==> src/rtl/ivt_pkg.sv <==
package ivt_pkg;

    localparam int AW = 4;

    localparam logic [AW-1:0] REG_T1_CLO = 4'h0;
    localparam logic [AW-1:0] REG_T1_CHI = 4'h1;
    localparam logic [AW-1:0] REG_T1_LLO = 4'h2;
    localparam logic [AW-1:0] REG_T1_LHI = 4'h3;
    localparam logic [AW-1:0] REG_T2_LO  = 4'h4;
    localparam logic [AW-1:0] REG_T2_HI  = 4'h5;
    localparam logic [AW-1:0] REG_MODE   = 4'hB;
    localparam logic [AW-1:0] REG_FLAGS  = 4'hD;
    localparam logic [AW-1:0] REG_ENABLE = 4'hE;

    localparam int MODE_FREE_BIT = 6;
    localparam int SEL_T1_BIT    = 6;
    localparam int SEL_T2_BIT    = 5;
    localparam int SEL_SET_BIT   = 7;

    typedef enum logic [2:0] {
        T1_IDLE,
        T1_LOAD,
        T1_COUNT,
        T1_RELOAD,
        T1_SPENT
    } t1_state_e;

    typedef enum logic [1:0] {
        T2_IDLE,
        T2_COUNT,
        T2_SPENT
    } t2_state_e;

endpackage

==> src/rtl/ivt_t1.sv <==
module ivt_t1
    import ivt_pkg::*;
#(
    parameter int CW = 16
) (
    input  logic          clk,
    input  logic          rst,
    input  logic          lat_lo_we,
    input  logic          lat_hi_we,
    input  logic          start,
    input  logic          free_run,
    input  logic [7:0]    wdata,
    output logic [CW-1:0] cnt,
    output logic [CW-1:0] latch,
    output logic          underflow,
    output t1_state_e     state
);

    localparam int HW = CW - 8;

    t1_state_e nxt;

    // state register
    always_ff @(posedge clk) begin
        if (rst) state <= T1_IDLE;
        else     state <= nxt;
    end

    // next state and underflow event
    always_comb begin
        nxt       = state;
        underflow = 1'b0;
        unique case (state)
            T1_IDLE:   nxt = T1_IDLE;
            T1_LOAD:   nxt = T1_COUNT;
            T1_COUNT: begin
                if (cnt == '0) begin
                    underflow = 1'b1;
                    nxt       = free_run ? T1_RELOAD : T1_SPENT;
                end
            end
            T1_RELOAD: nxt = T1_COUNT;
            T1_SPENT:  nxt = T1_SPENT;
            default:   nxt = T1_IDLE;
        endcase
        if (start) begin
            nxt       = T1_LOAD;
            underflow = 1'b0;
        end
    end

    // latch and counter datapath
    always_ff @(posedge clk) begin
        if (rst) begin
            latch <= '0;
            cnt   <= '0;
        end else begin
            if (lat_lo_we) latch[7:0]    <= wdata;
            if (lat_hi_we) latch[CW-1:8] <= HW'(wdata);
            unique case (state)
                T1_LOAD, T1_RELOAD: cnt <= latch;
                T1_COUNT, T1_SPENT: cnt <= cnt - 1'b1;
                default:            cnt <= cnt;
            endcase
        end
    end

endmodule

==> src/rtl/ivt_t2.sv <==
module ivt_t2
    import ivt_pkg::*;
#(
    parameter int CW = 16
) (
    input  logic          clk,
    input  logic          rst,
    input  logic          lo_we,
    input  logic          start,
    input  logic [7:0]    wdata,
    output logic [CW-1:0] cnt,
    output logic          underflow
);

    localparam int HW = CW - 8;

    t2_state_e state, nxt;
    logic [7:0] lat_lo;

    always_ff @(posedge clk) begin
        if (rst) state <= T2_IDLE;
        else     state <= nxt;
    end

    always_comb begin
        nxt       = state;
        underflow = 1'b0;
        unique case (state)
            T2_IDLE:  nxt = T2_IDLE;
            T2_COUNT: begin
                if (cnt == '0) begin
                    underflow = 1'b1;
                    nxt       = T2_SPENT;
                end
            end
            T2_SPENT: nxt = T2_SPENT;
            default:  nxt = T2_IDLE;
        endcase
        if (start) begin
            nxt       = T2_COUNT;
            underflow = 1'b0;
        end
    end

    always_ff @(posedge clk) begin
        if (rst) begin
            lat_lo <= '0;
            cnt    <= '0;
        end else begin
            if (lo_we) lat_lo <= wdata;
            if (start)
                cnt <= {HW'(wdata), lat_lo};
            else if (state != T2_IDLE)
                cnt <= cnt - 1'b1;
        end
    end

endmodule

==> src/rtl/ivt_irq.sv <==
module ivt_irq (
    input  logic       clk,
    input  logic       rst,
    input  logic       t1_set,
    input  logic       t2_set,
    input  logic       t1_clr,
    input  logic       t2_clr,
    input  logic       en_we,
    input  logic       en_set_mode,
    input  logic [1:0] en_sel,
    input  logic       instr_last,
    output logic       t1_flag,
    output logic       t2_flag,
    output logic [1:0] ien,
    output logic       irq,
    output logic       irq_late
);

    always_ff @(posedge clk) begin
        if (rst) begin
            t1_flag  <= 1'b0;
            t2_flag  <= 1'b0;
            ien      <= '0;
            irq_late <= 1'b0;
        end else begin
            if (t1_set)      t1_flag <= 1'b1;
            else if (t1_clr) t1_flag <= 1'b0;
            if (t2_set)      t2_flag <= 1'b1;
            else if (t2_clr) t2_flag <= 1'b0;
            if (en_we)
                ien <= en_set_mode ? (ien | en_sel) : (ien & ~en_sel);
            irq_late <= t1_set & ien[1] & instr_last;
        end
    end

    assign irq = (t1_flag & ien[1]) | (t2_flag & ien[0]);

endmodule

==> src/rtl/ivt_timer.sv <==
module ivt_timer
    import ivt_pkg::*;
#(
    parameter int CW = 16
) (
    input  logic       clk,
    input  logic       rst,
    input  logic       we,
    input  logic       re,
    input  logic [3:0] addr,
    input  logic [7:0] wdata,
    input  logic       instr_last,
    output logic [7:0] rdata,
    output logic       irq,
    output logic       irq_late
);

    logic [7:0]    mode;
    logic [CW-1:0] t1_cnt, t1_latch, t2_cnt;
    logic          t1_uf, t2_uf;
    logic          t1_flag, t2_flag;
    logic [1:0]    ien;
    t1_state_e     t1_state;

    logic wr_t1_hi, wr_t2_hi, t1_clr, t2_clr;

    assign wr_t1_hi = we && (addr == REG_T1_CHI);
    assign wr_t2_hi = we && (addr == REG_T2_HI);
    assign t1_clr   = wr_t1_hi
                    || (re && addr == REG_T1_CLO)
                    || (we && addr == REG_FLAGS && wdata[SEL_T1_BIT]);
    assign t2_clr   = wr_t2_hi
                    || (re && addr == REG_T2_LO)
                    || (we && addr == REG_FLAGS && wdata[SEL_T2_BIT]);

    always_ff @(posedge clk) begin
        if (rst)                        mode <= '0;
        else if (we && addr == REG_MODE) mode <= wdata;
    end

    ivt_t1 #(.CW(CW)) u_t1 (
        .clk       (clk),
        .rst       (rst),
        .lat_lo_we (we && (addr == REG_T1_CLO || addr == REG_T1_LLO)),
        .lat_hi_we (we && (addr == REG_T1_CHI || addr == REG_T1_LHI)),
        .start     (wr_t1_hi),
        .free_run  (mode[MODE_FREE_BIT]),
        .wdata     (wdata),
        .cnt       (t1_cnt),
        .latch     (t1_latch),
        .underflow (t1_uf),
        .state     (t1_state)
    );

    ivt_t2 #(.CW(CW)) u_t2 (
        .clk       (clk),
        .rst       (rst),
        .lo_we     (we && addr == REG_T2_LO),
        .start     (wr_t2_hi),
        .wdata     (wdata),
        .cnt       (t2_cnt),
        .underflow (t2_uf)
    );

    ivt_irq u_irq (
        .clk         (clk),
        .rst         (rst),
        .t1_set      (t1_uf),
        .t2_set      (t2_uf),
        .t1_clr      (t1_clr),
        .t2_clr      (t2_clr),
        .en_we       (we && addr == REG_ENABLE),
        .en_set_mode (wdata[SEL_SET_BIT]),
        .en_sel      ({wdata[SEL_T1_BIT], wdata[SEL_T2_BIT]}),
        .instr_last  (instr_last),
        .t1_flag     (t1_flag),
        .t2_flag     (t2_flag),
        .ien         (ien),
        .irq         (irq),
        .irq_late    (irq_late)
    );

    always_comb begin
        unique case (addr)
            REG_T1_CLO: rdata = t1_cnt[7:0];
            REG_T1_CHI: rdata = 8'(t1_cnt >> 8);
            REG_T1_LLO: rdata = t1_latch[7:0];
            REG_T1_LHI: rdata = 8'(t1_latch >> 8);
            REG_T2_LO:  rdata = t2_cnt[7:0];
            REG_T2_HI:  rdata = 8'(t2_cnt >> 8);
            REG_MODE:   rdata = mode;
            REG_FLAGS:  rdata = {irq, t1_flag, t2_flag, 5'b0};
            REG_ENABLE: rdata = {1'b1, ien, 5'b0};
            default:    rdata = 8'h00;
        endcase
    end

endmodule

==> config.mk <==
export PLATFORM = sky130hd
export DESIGN_NAME = ivt_timer
export DESIGN_NICKNAME = d
export VERILOG_FILES = /design/src/rtl/ivt_pkg.sv /design/src/rtl/ivt_t1.sv /design/src/rtl/ivt_t2.sv /design/src/rtl/ivt_irq.sv /design/src/rtl/ivt_timer.sv
export SDC_FILE = /design/constraint.sdc
export NUM_CORES = 1
export LEC_CHECK = 0
export BUFFER_PORTS_ARGS = -buffer_cell sky130_fd_sc_hd__buf_4
export CORE_MARGIN = 3
export CORE_UTILIZATION = 61
export DETAILED_ROUTE_END_ITERATION = 10
export PLACE_DENSITY = 0.77
export RECOVER_POWER = 50
export SLEW_MARGIN = 5
export SYNTH_ARGS = -nofsm -noshare
export SYNTH_HDL_FRONTEND = slang
export SYNTH_HIERARCHICAL = 1
export SYNTH_SLANG_ARGS = --single-unit
==> constraint.sdc <==
create_clock -name clk -period 3.1 [get_ports clk]
set_clock_uncertainty 0.2 [all_clocks]
set_input_delay 0.465 -clock clk [delete_from_list [all_inputs] [get_ports clk]]
set_output_delay 0.465 -clock clk [all_outputs]
set_load 0.05 [all_outputs]
==> results of run 1 <==
==> critical path, stage by stage <==
cell and delay, ps:
buf_4 260, or2_0 420, nor3_1 100, or4_1 490, buf_4 210
==> synth_stat cells (6+ instances only) <==
cell type	n
a211oi_1	9
a22oi_1	7
o21ai_0	23
o211ai_1	13
mux2i_1	33
nor3_1	11
nand3_1	19
and3_1	10
nor4_1	8
or3_1	15
nor2_1	49
nand2b_1	7
dfxtp_1	74
nor2b_1	6
inv_1	19
xnor2_1	10
nand4_1	7
or4_1	10
nand3b_1	10
a31oi_1	11
clkbuf_1	20
a21oi_1	24
nand2_1	24
nor3b_1	11
buf_2	8
==> power breakdown <==
group	leakage (nW)	internal [mW]	switching (mW)
Clock	0.0984	0.448	0.369
Sequential	0.598	0.981	0.0442
Combinational	0.907	0.122	0.188
==> registers in the layout, indices dropped and copies added (netlist names), 2 cells and up, named ones only <==
| signal | flops |
|---|---|
| u_t1/cnt | 16 |
| u_t2/state | 2 |
| u_t2/lat_lo | 8 |
| mode | 8 |
| u_t1/latch | 16 |
| u_t2/cnt | 16 |
| u_t1/state | 3 |
==> per-stage QoR <==
step / instances / setup WS [ps] / util (%) / instance area, sq um / power, mW
4_1_cts: 617 / 514 / 70.8 / 4680 / 2.14
6_report: 617 / 475 / 70.4 / 4650 / 2.15
2_1_floorplan: 515 / 248 / - / 4310 / 1.27
5_1_grt: 617 / 350 / 70.4 / 4650 / 2.22
3_3_place_gp: 602 / 583 / 67.7 / 4470 / 1.34
3_5_place_dp: 602 / 539 / 67.7 / 4470 / 1.35
==> layer usage <==
layer | GRT usage [%] | part of all wire (%) | vias to the layer above
met2 | 48.8 | 48 | 185
met3 | 6.26 | 6.7 | 27
li1 | - | - | 1924
met4 | 11.1 | 2.7 | 0
met1 | 39.3 | 43 | 1933
met5 | 0 | 0 | -
==> layout make-up <==
cell class | count | area share (%)
clock buffers | 10 | 2.74
clock inverters | 5 | 1.72
inverters | 19 | 1.53
multi-input cells | 384 | 55.0
flip-flops and latches | 74 | 31.9
well taps | 93 | 2.50
repair buffers | 32 | 4.60
==> how the worst max path moves through the flow <==
stage	start	slack (ps)	cells past startpoint	to
detailed placement	u_t2/state[0]	540	6	u_t2/cnt[11]
global route	u_t2/state[0]	350	6	u_t2/cnt[11]
finish	addr[3]	470	5	rdata[6]
global placement	u_t2/state[0]	580	6	u_t2/cnt[11]
CTS	u_t2/state[0]	510	6	u_t2/cnt[11]
floorplan	addr[0]	250	5	rdata[4]
==> cell families (layout without fill, tap and decap cells) <==
family,after synthesis,after routing
AND/OR/NAND/NOR,206,206
adder cells (fa/ha/maj),4,4
AO/OA/AOI/OAI,123,123
multiplexers,37,37
XOR/XNOR,14,14
flip-flops,74,74
buffers and inverters,57,66
==> key figures, run 1 <==
Status
  – Status: complete, no violations

Layout
  – Most frequent cells in the layout: 74 x dfxtp_1, 49 x nor2_1, 33 x mux2i_1
  – Layout cell share with drive strength beyond 1: 10.3%
  – Layout area overhead: 7.99%
  – Final nets: around 540
  – Most common cell after layout, fill and taps aside: dfxtp_1
  – Filler instances: around 550
  – Register area: roughly 0.0015 sq mm
  – Area of the multi-input gates: 0.00256 sq mm
  – Diodes inserted: 0

STA
  – Setup TNS: 0 ps
  – Crit path time final: approximately 2600 ps
  – Max Slew Vio Count: 0
  – Worst-margin pin slew: 810 ps
  – RSZ-0062 raised after global routing: false
  – Fin Hold WS: between 200 and 250 ps
  – Finish-stage setup viols: 0
  – Relative slew slack: about 46%
  – Final Hold Vio Count: 0
  – Final Cycle Share: 84.7%
  – Max Fclk: around 380 MHz

Die
  – Die X: 90.0 um
  – Core area: 0.00660 sq mm
  – Starting Density: between 60% and 70%
  – Die ar.: between 0.008 and 0.009 sq mm
  – Num ports: 27
  – Die height: about 90 um
  – Row cnt: 29

Setup path
  – Reg2Reg Setup Slack: slightly below 500 ps
  – R2R depth: 6
  – Reg-to-Reg End: u_t2/cnt[11]
  – Largest fanout on the critical path: 28
  – Startpoint Class: primary input
  – Kind of critical path: primary input to primary output
  – Crit end category: primary output
  – CP Data Arrival Time: a little under 2000 ps
  – CP required: 2430 ps
  – RR Startpoint: u_t2/state[0]

Hold path
  – Sink of the worst hold path: u_irq/irq_late
  – Worst hold path class: primary input to flop
  – WHS Path Cells: 2
  – Hold_sp: instr_last

Synth
  – Async SR Flop Fraction: 0%
  – Largest cells by area after synthesis: dfxtp_1 34%, mux2i_1 7.7%, nor2_1 4.3%
  – EDFF count, synth: 0
  – Compound-Gate Fraction of Synth Area: slightly below 20%
  – Mapped cell area: between 0.004 and 0.005 sq mm
  – Ys flop type: dfxtp_1
  – Post-Synth XOR/XNOR Area: between 3 and 4%
  – Cell variety after synth: between 60 and 70
  – Synthesized flop and latch total: 74
  – Post-Synthesis Mean Instance Area: about 8.4 sq um
  – Post-synthesis net count: roughly 540
  – Synth Instances: just over 500
  – Synth area leader: dfxtp_1
  – Sequential fraction of the synthesis area: between 30% and 40%
  – Synth Area in Adders: under 10%
  – Simple logic cell fraction of the synthesized area: ~27%
  – Main combinational cell family by area after synthesis: simple AND/OR/NAND/NOR gates
  – Post-synth top area share: about a third
  – Post-synthesis mux area share: ~8.7%
  – Synth warnings: 6

Pwr
  – Max VDD drop: 409 uV
  – Leak Pwr: about 1.6 nW
  – Pwr Density: roughly 460 mW/mm^2

Route
  – DRC violations left: 0
  – Routed WL: 12200 um
  – DR vias: 4069
  – WL per Instance: between 15 and 20 um
  – Antenna-violating nets left: 0
  – Starting DRT DRC Count: between 300 and 400
  – Vias/cell: between 6 and 7
  – First-pass detailed-route iteration total: 6

Clock tree
  – Clock Pin Slew Worst Setup and Hold Paths: around 80 ps
  – Worst-Skew Late Latency: between 300 and 400 ps
  – CTS tree: done
  – Setup Buffers After CTS: 0
  – Clock Tree Root: clkbuf_8
  – Deepest clock path buffer count: 2
  – Cts hold-fix bufs: 0
  – Num Clock Sinks: 74
  – CTS Buf Count: 9
  – Post_cts resized: 0
  – H-tree depth: 3

GRT
  – First-pass GRT wire length: just under 20000 um
  – Total GRT Usage: 30.0%
  – Total grt overflow: 0
  – Vias in the first global route: approximately 3.8k
  – Initial antenna violation count: 0
  – Pin count of the biggest net entering global routing: between 70 and 80

Placement
  – Placer Congestion: about 0.9
  – DP HPWL: approximately 8500 um
  – Buffers added on ports: 26

Flow run
  – Maxcap violations: 0
Power figures use the tool's default switching activity.
==> run 2: changes to the inputs <==
- CORE_UTILIZATION: 61 -> 55
- PLACE_DENSITY: 0.77 -> 0.73
- clock period: 3.1 -> 2.2 ns (I/O delays scaled with it)
==> key figures, run 2 (same netlist as run 1, synthesis figures left out) <==
Setup path
  – Crit end category: flop
  – Reg2Reg Setup Slack: -160 ps (-650 ps)
  – CP max stage cell: or4_1
  – CP bufs+invs: 1 (-1)
  – Worst Setup SP: u_t2/state[1]
  – RR Startpoint: u_t2/state[1]
  – Crit path to: u_t2/cnt[11]
  – CP required: 2250 ps (-180 ps)
  – Crit path max-delay family: simple AND/OR/NAND/NOR gates
  – Critical path cell sequence: inv_1 -> ha_2 -> or4_4 -> or4_1 -> or4_1 -> a311oi_1
  – Reg-to-Reg End: u_t2/cnt[11]
  – Most frequent CP cell: or4_1
  – R2R depth: 6 (unchanged)
  – CP Depth: 6 (+1)
  – Startpoint Class: flop
  – Largest fanout on the critical path: 2 (-93%)
  – CP max stage delay: 420 ps (-70 ps)
  – CP Data Arrival Time: 2410 ps (+450 ps)
  – Kind of critical path: flop to flop

GRT
  – Vias in the first global route: 4093 (+8.5%)
  – Initial antenna violation count: 0 (unchanged)
  – Total grt overflow: 0 (unchanged)
  – Pin count of the biggest net entering global routing: 52 (-34%)
  – Total GRT Usage: 30.5% (+0.41 points)
  – First-pass GRT wire length: 21100 um (+7.6%)

Layout
  – Final nets: 600 (+11%)
  – Layout cell share with drive strength beyond 1: 23.1% (+13 points)
  – Most frequent cells in the layout: 73 x buf_4, 61 x dfxtp_1, 49 x nor2_1
  – Finished Layout Cells: 683 (+11%)
  – Top flop regs: u_t1/cnt: 16 flops, u_t1/latch: 16 flops, u_t2/cnt: 16 flops
  – Layout area overhead: 20.8%
  – Diodes inserted: 0 (unchanged)
  – Post-layout util: 70.2% (-0.18 points)
  – Filler instances: 628 (+15%)
  – Most common cell after layout, fill and taps aside: buf_4

Die
  – Die X: 94.5 um (+5.0%)
  – Die ar.: 0.00893 sq mm (+10%)
  – Core area: 0.00741 sq mm (+12%)
  – Row cnt: 31 (+6.9%)
  – Die height: 94.5 um (+5.0%)
  – Starting Density: 58.1% (-7.1 points)
  – Num ports: 27 (unchanged)

STA
  – Max Fclk: 423 MHz
  – Setup TNS: -415 ps (-415 ps)
  – Max Slew Vio Count: 0 (unchanged)
  – Final Hold Vio Count: 0 (unchanged)
  – Relative slew slack: 53.9% (+8.0 points)
  – Finish-stage setup viols: 7 (+7)
  – RSZ-0062 raised after global routing: true
  – Worst-margin pin slew: 691 ps (-119 ps)
  – Final Cycle Share: 107%
  – Crit path time final: between 2000 and 2500 ps
  – Final setup margin: -164 ps (-639 ps)

Route
  – First-pass detailed-route iteration total: 5 (-1)
  – Total length of routed met3 wires: 749 um (-8.9%)
  – Routed WL: 13100 um (+7.1%)
  – Max layer used: met4
  – Starting DRT DRC Count: 398 (+12%)
  – M1 WL: 5580 um (+5.9%)
  – Met2 WL: 6360 um (+9.3%)
  – DRC violations left: 0 (unchanged)
  – Antenna-violating nets left: 0 (unchanged)
  – DR vias: 4360 (+7.2%)
  – Vias/cell: 6.38 (-3.2%)
  – WL per Instance: 19.2 um (-3.3%)

Placement
  – Buffers added on ports: 26 (unchanged)
  – DP HPWL: 9400 um (+10%)
  – Placer Congestion: 1.03 (+12%)
  – Placed cells: 664 (+10%)

Clock tree
  – Deepest clock path buffer count: 2 (unchanged)
  – Num Clock Sinks: 74 (unchanged)
  – CTS Buf Count: 9 (unchanged)
  – Clock Pin Slew Worst Setup and Hold Paths: 90 ps (about the same)
  – Clock Tree Root: clkbuf_8
  – Worst-Skew Late Latency: 350 ps (about the same)
  – CTS tree: done
  – H-tree depth: 3 (unchanged)

Status
  – Status: finished with violations
  – Failing checks: setup timing

Flow run
  – Maxcap violations: 0 (unchanged)

Hold path
  – Worst hold path class: primary input to flop

Pwr
  – Design Power: 3.22 mW (+50%)
  – Leak Pwr: 1.94 nW (+21%)
  – Pwr Density: 619 mW/mm^2 (+34%)
  – Max VDD drop: 397 uV (-3.0%)
-- run 2: timing repair --
| action | in CTS | in global routing |
|---|---|---|
| setup buffers | 1 | 2 |
| pin swaps | 3 | 2 |
| gates cloned | 0 | 0 |
| resized for setup | 11 | 17 |
| hold buffers | 0 | 0 |
| endpoints found under the setup margin | 5 | 15 |
-- run 2: worst reg2reg max path: stages (launching register included) --
cell and delay, ps:
dfxtp_2 330, inv_1 50, ha_2 170, or4_4 410
or4_1 420, or4_1 420, a311oi_1 260
-- run 2: power by group --
part           total, mW  switching [mW]  internal (mW)  leakage (nW)
Clock               1.20           0.531          0.671         0.112
Sequential          1.42          0.0373           1.38         0.605
Combinational      0.597           0.325          0.272          1.23
-- run 2: metrics by stage --
step,cell area (sq um),hold WS (ps),setup slack (ps)
final,5200,69.9,-164
after detailed placement,4940,262,-128
after global routing,5200,62.3,-228
after global placement,4940,248,-77.6
after CTS,5200,52.7,-86.7
after floorplan,4320,192,-220
-- run 2: layer usage --
| metal | track usage [%] | vias to the layer above |
|---|---|---|
| met5 | 0 | - |
| met4 | 12.7 | 0 |
| met3 | 4.14 | 39 |
| met2 | 50.9 | 174 |
| met1 | 39.4 | 2098 |
| li1 | - | 2049 |
-- run 2: worst min path at each step --
stage / cells after the start / slack [ps] / to / from
4_1_cts: 3 / 50 / u_t1/latch[11] / wdata[3]
6_report: 3 / 70 / mode[1] / wdata[1]
3_3_place_gp: 2 / 250 / u_t2/cnt[3] / u_t2/lat_lo[3]
5_1_grt: 2 / 60 / u_irq/irq_late / instr_last
2_1_floorplan: 1 / 190 / flop / rst
3_5_place_dp: 2 / 260 / u_t2/cnt[3] / u_t2/lat_lo[3]
-- run 2: layout make-up --
type / instances / area (sq um) / share of cell area [%]
Inverter: 19 / 71.3 / 1.37
Sequential cell: 74 / 1500 / 28.8
Clock inverter: 6 / 90.1 / 1.73
Tap cell: 99 / 124 / 2.38
Timing Repair Buffer: 91 / 656 / 12.6
Multi-Input combinational cell: 384 / 2630 / 50.4
Clock buffer: 10 / 138 / 2.64
==> run 3: changes to the inputs <==
- ABC_AREA: default -> 1
- CORE_UTILIZATION: 55 -> 56
- PLACE_DENSITY: 0.73 -> 0.74
==> key figures, run 3 <==
Synth
  – Synth area leader: dfxtp_1
  – Synth Instances: 734 (+43%)
  – Most frequent cell after synthesis: nand2_1
  – Post-synthesis net count: 755 (+41%)
  – Synthesized flop and latch total: 74 (unchanged)
  – Post-synthesis mux area share: 0% (-8.7 points)
  – Largest cells by area after synthesis: dfxtp_1 32%, nand2_1 14%, nand3_1 9.2%
  – Main combinational cell family by area after synthesis: simple AND/OR/NAND/NOR gates
  – Compound-Gate Fraction of Synth Area: 13.1% (-6.2 points)
  – Ys flop type: dfxtp_1
  – Synth warnings: 6 (unchanged)
  – Post-Synthesis Mean Instance Area: 6.30 sq um (-25%)
  – Post-Synth XOR/XNOR Area: 1.33% (-1.7 points)
  – Sequential fraction of the synthesis area: 32.1% (-2.3 points)
  – Synth cell count leaders: 173 x nand2_1, 106 x nor2_1, 85 x inv_1, 85 x nand3_1, 74 x dfxtp_1
  – Simple logic cell fraction of the synthesized area: 41.1% (+14 points)
  – Async SR Flop Fraction: 0% (unchanged)
  – Mapped cell area: 0.00462 sq mm (+7.3%)
  – Synth Area in Adders: 1.08% (-0.079 points)
  – Post-synth top area share: 32.1% (-2.3 points)
  – EDFF count, synth: 0 (unchanged)
  – Cell variety after synth: 41 (-39%)

Pwr
  – Design Power: 3.15 mW (-2.3%)
  – Pwr Density: 616 mW/mm^2 (-0.46%)
  – Share of power burned in registers: 44.9% (+0.8 points)
  – Sw frac: 30.1% (+2.3 points)
  – Logic pwr share: 16.8% (-1.7 points)
  – Leak Pwr: 2.37 nW (+22%)
  – Max VDD drop: 341 uV (-14%)
  – NetSw: 0.947 mW (+6.0%)
  – Clock power frac: 38.2% (+0.8 points)
  – Int Pwr: 2.20 mW (-5.4%)

Setup path
  – Startpoint Class: primary input
  – CP required: 1670 ps (-580 ps)
  – Crit end category: primary output
  – Kind of critical path: primary input to primary output
  – Largest fanout on the critical path: 15 (+13)
  – R2R depth: 6 (unchanged)
  – CP Data Arrival Time: 1480 ps (-930 ps)

STA
  – RSZ-0062 raised after global routing: false
  – Finish-stage setup viols: 0 (-7)
  – Max Fclk: 497 MHz (+18%)
  – Relative slew slack: 60.0% (+6.1 points)
  – Worst-margin pin slew: 602 ps (-88.5 ps)
  – Fin Hold WS: 25.2 ps (-44.7 ps)
  – Final Cycle Share: 91.4% (-16 points)
  – Setup TNS: 0 ps (+415 ps)
  – Final Hold Vio Count: 0 (unchanged)
  – Max Slew Vio Count: 0 (unchanged)
  – Crit path time final: 2010 ps (-353 ps)

Die
  – Die ar.: 0.00938 sq mm (+5.0%)
  – Die height: 96.8 um (+2.5%)
  – Die X: 96.8 um (+2.5%)
  – Row cnt: 32 (+3.2%)
  – Starting Density: 58.9% (+0.75 points)
  – Num ports: 27 (unchanged)
  – Core area: 0.00785 sq mm (+5.9%)

Route
  – WL per Instance: 15.0 um (-22%)
  – Routed WL: 13100 um (-0.29%)
  – Antenna-violating nets left: 0 (unchanged)
  – DRC violations left: 0 (unchanged)
  – First-pass detailed-route iteration total: 5 (unchanged)
  – DR vias: 4730 (+8.5%)
  – Vias/cell: 5.42 (-15%)
  – Starting DRT DRC Count: 296 (-26%)

Layout
  – Post-layout util: 65.1% (-5.1 points)
  – Filler instances: 774 (+23%)
  – Layout cell share with drive strength beyond 1: 12.3% (-11 points)
  – Top flop regs: u_t1/cnt: 16 flops, u_t1/latch: 16 flops, u_t2/cnt: 16 flops
  – Most common cell after layout, fill and taps aside: nand2_1
  – Finished Layout Cells: 873 (+28%)
  – Diodes inserted: 0 (unchanged)
  – Most frequent cells in the layout: 176 x nand2_1, 109 x nor2_1, 92 x inv_1
  – Layout area overhead: 10.6%
  – Final nets: 787 (+31%)

Clock tree
  – CTS tree: done
  – Cts hold-fix bufs: 0 (unchanged)
  – Post_cts resized: 0 (-11)
  – CTS Buf Count: 9 (unchanged)
  – Clock Pin Slew Worst Setup and Hold Paths: 80 ps (about the same)
  – Num Clock Sinks: 74 (unchanged)
  – Setup Buffers After CTS: 0 (-1)
  – Deepest clock path buffer count: 2 (unchanged)
  – Clock Tree Root: clkbuf_8
  – Worst-Skew Late Latency: 360 ps (about the same)
  – H-tree depth: 3 (unchanged)

GRT
  – Pin count of the biggest net entering global routing: 21 (-60%)
  – First-pass GRT wire length: 21600 um (+2.7%)
  – Vias in the first global route: 4538 (+11%)
  – Total grt overflow: 0 (unchanged)
  – Total GRT Usage: 28.1% (-2.4 points)
  – Initial antenna violation count: 0 (unchanged)

Hold path
  – WHS Path Cells: 3 (unchanged)
  – Worst hold path class: primary input to flop

Placement
  – Buffers added on ports: 26 (unchanged)
  – DP HPWL: 9920 um (+5.5%)
  – Placer Congestion: 0.928 (-10%)
  – Placed cells: 857 (+29%)

Status
  – Status: complete, no violations

Flow run
  – Maxcap violations: 0 (unchanged)
run 3: path summary, 6_finish.rpt:
| path | end | start | slack (ps) |
|---|---|---|---|
| max | rdata[5] | addr[2] | 190 |
| min | u_irq/irq_late | instr_last | 30 |
| max reg2reg | u_t1/cnt[6] | u_t1/state[2] | 290 |
| min reg2reg | u_t2/lat_lo[7] | u_t2/lat_lo[7] | 270 |
run 3: cell type report:
type                    count  area [sq um]  area share [%]
well taps                 102           128            2.50
clock buffers               9           124            2.42
repair buffers             44           332            6.49
clock inverters             7           101            1.98
flip-flops and latches     74          1480            29.0
multi-input cells         539          2580            50.4
inverters                  98           368            7.20
run 3: cell families after synthesis:
logic type / Yosys count
flops: 74
buf+inv: 121
fa+ha+maj: 4
compound gates: 113
simple gates: 415
xor+xnor: 7
run 3: metrics by stage:
stage / setup slack, ps / instance area (sq um)
floorplan: 256 / 4620
global placement: 255 / 4930
detailed placement: 242 / 4930
CTS: 213 / 5160
global route: 61.8 / 5110
finish: 189 / 5110
run 3: power groups by stage:
stage	Sequential [mW]	Clock, mW	Combinational, mW
final	1.41	1.20	0.530
after global routing	1.42	1.27	0.587
after CTS	1.41	1.22	0.529
after detailed placement	1.45	0	0.527
after global placement	1.44	0	0.514
after floorplan	1.43	0	0.386
run 3: critical path, stage by stage:
cell	delay, ps
buf_4	130
inv_1	70
nor2_1	150
buf_4	230
nand2_1	100
nor2_1	110
nor2_1	60
nand3_1	90
buf_4	200
run 3: routing by layer:
layer | track usage, % | vias to the layer above | share of wire, %
met3 | 4.83 | 31 | 5.4
li1 | - | 2401 | -
met4 | 9.29 | 0 | 2.8
met2 | 50.1 | 146 | 50
met5 | 0 | - | 0
met1 | 34.0 | 2152 | 42
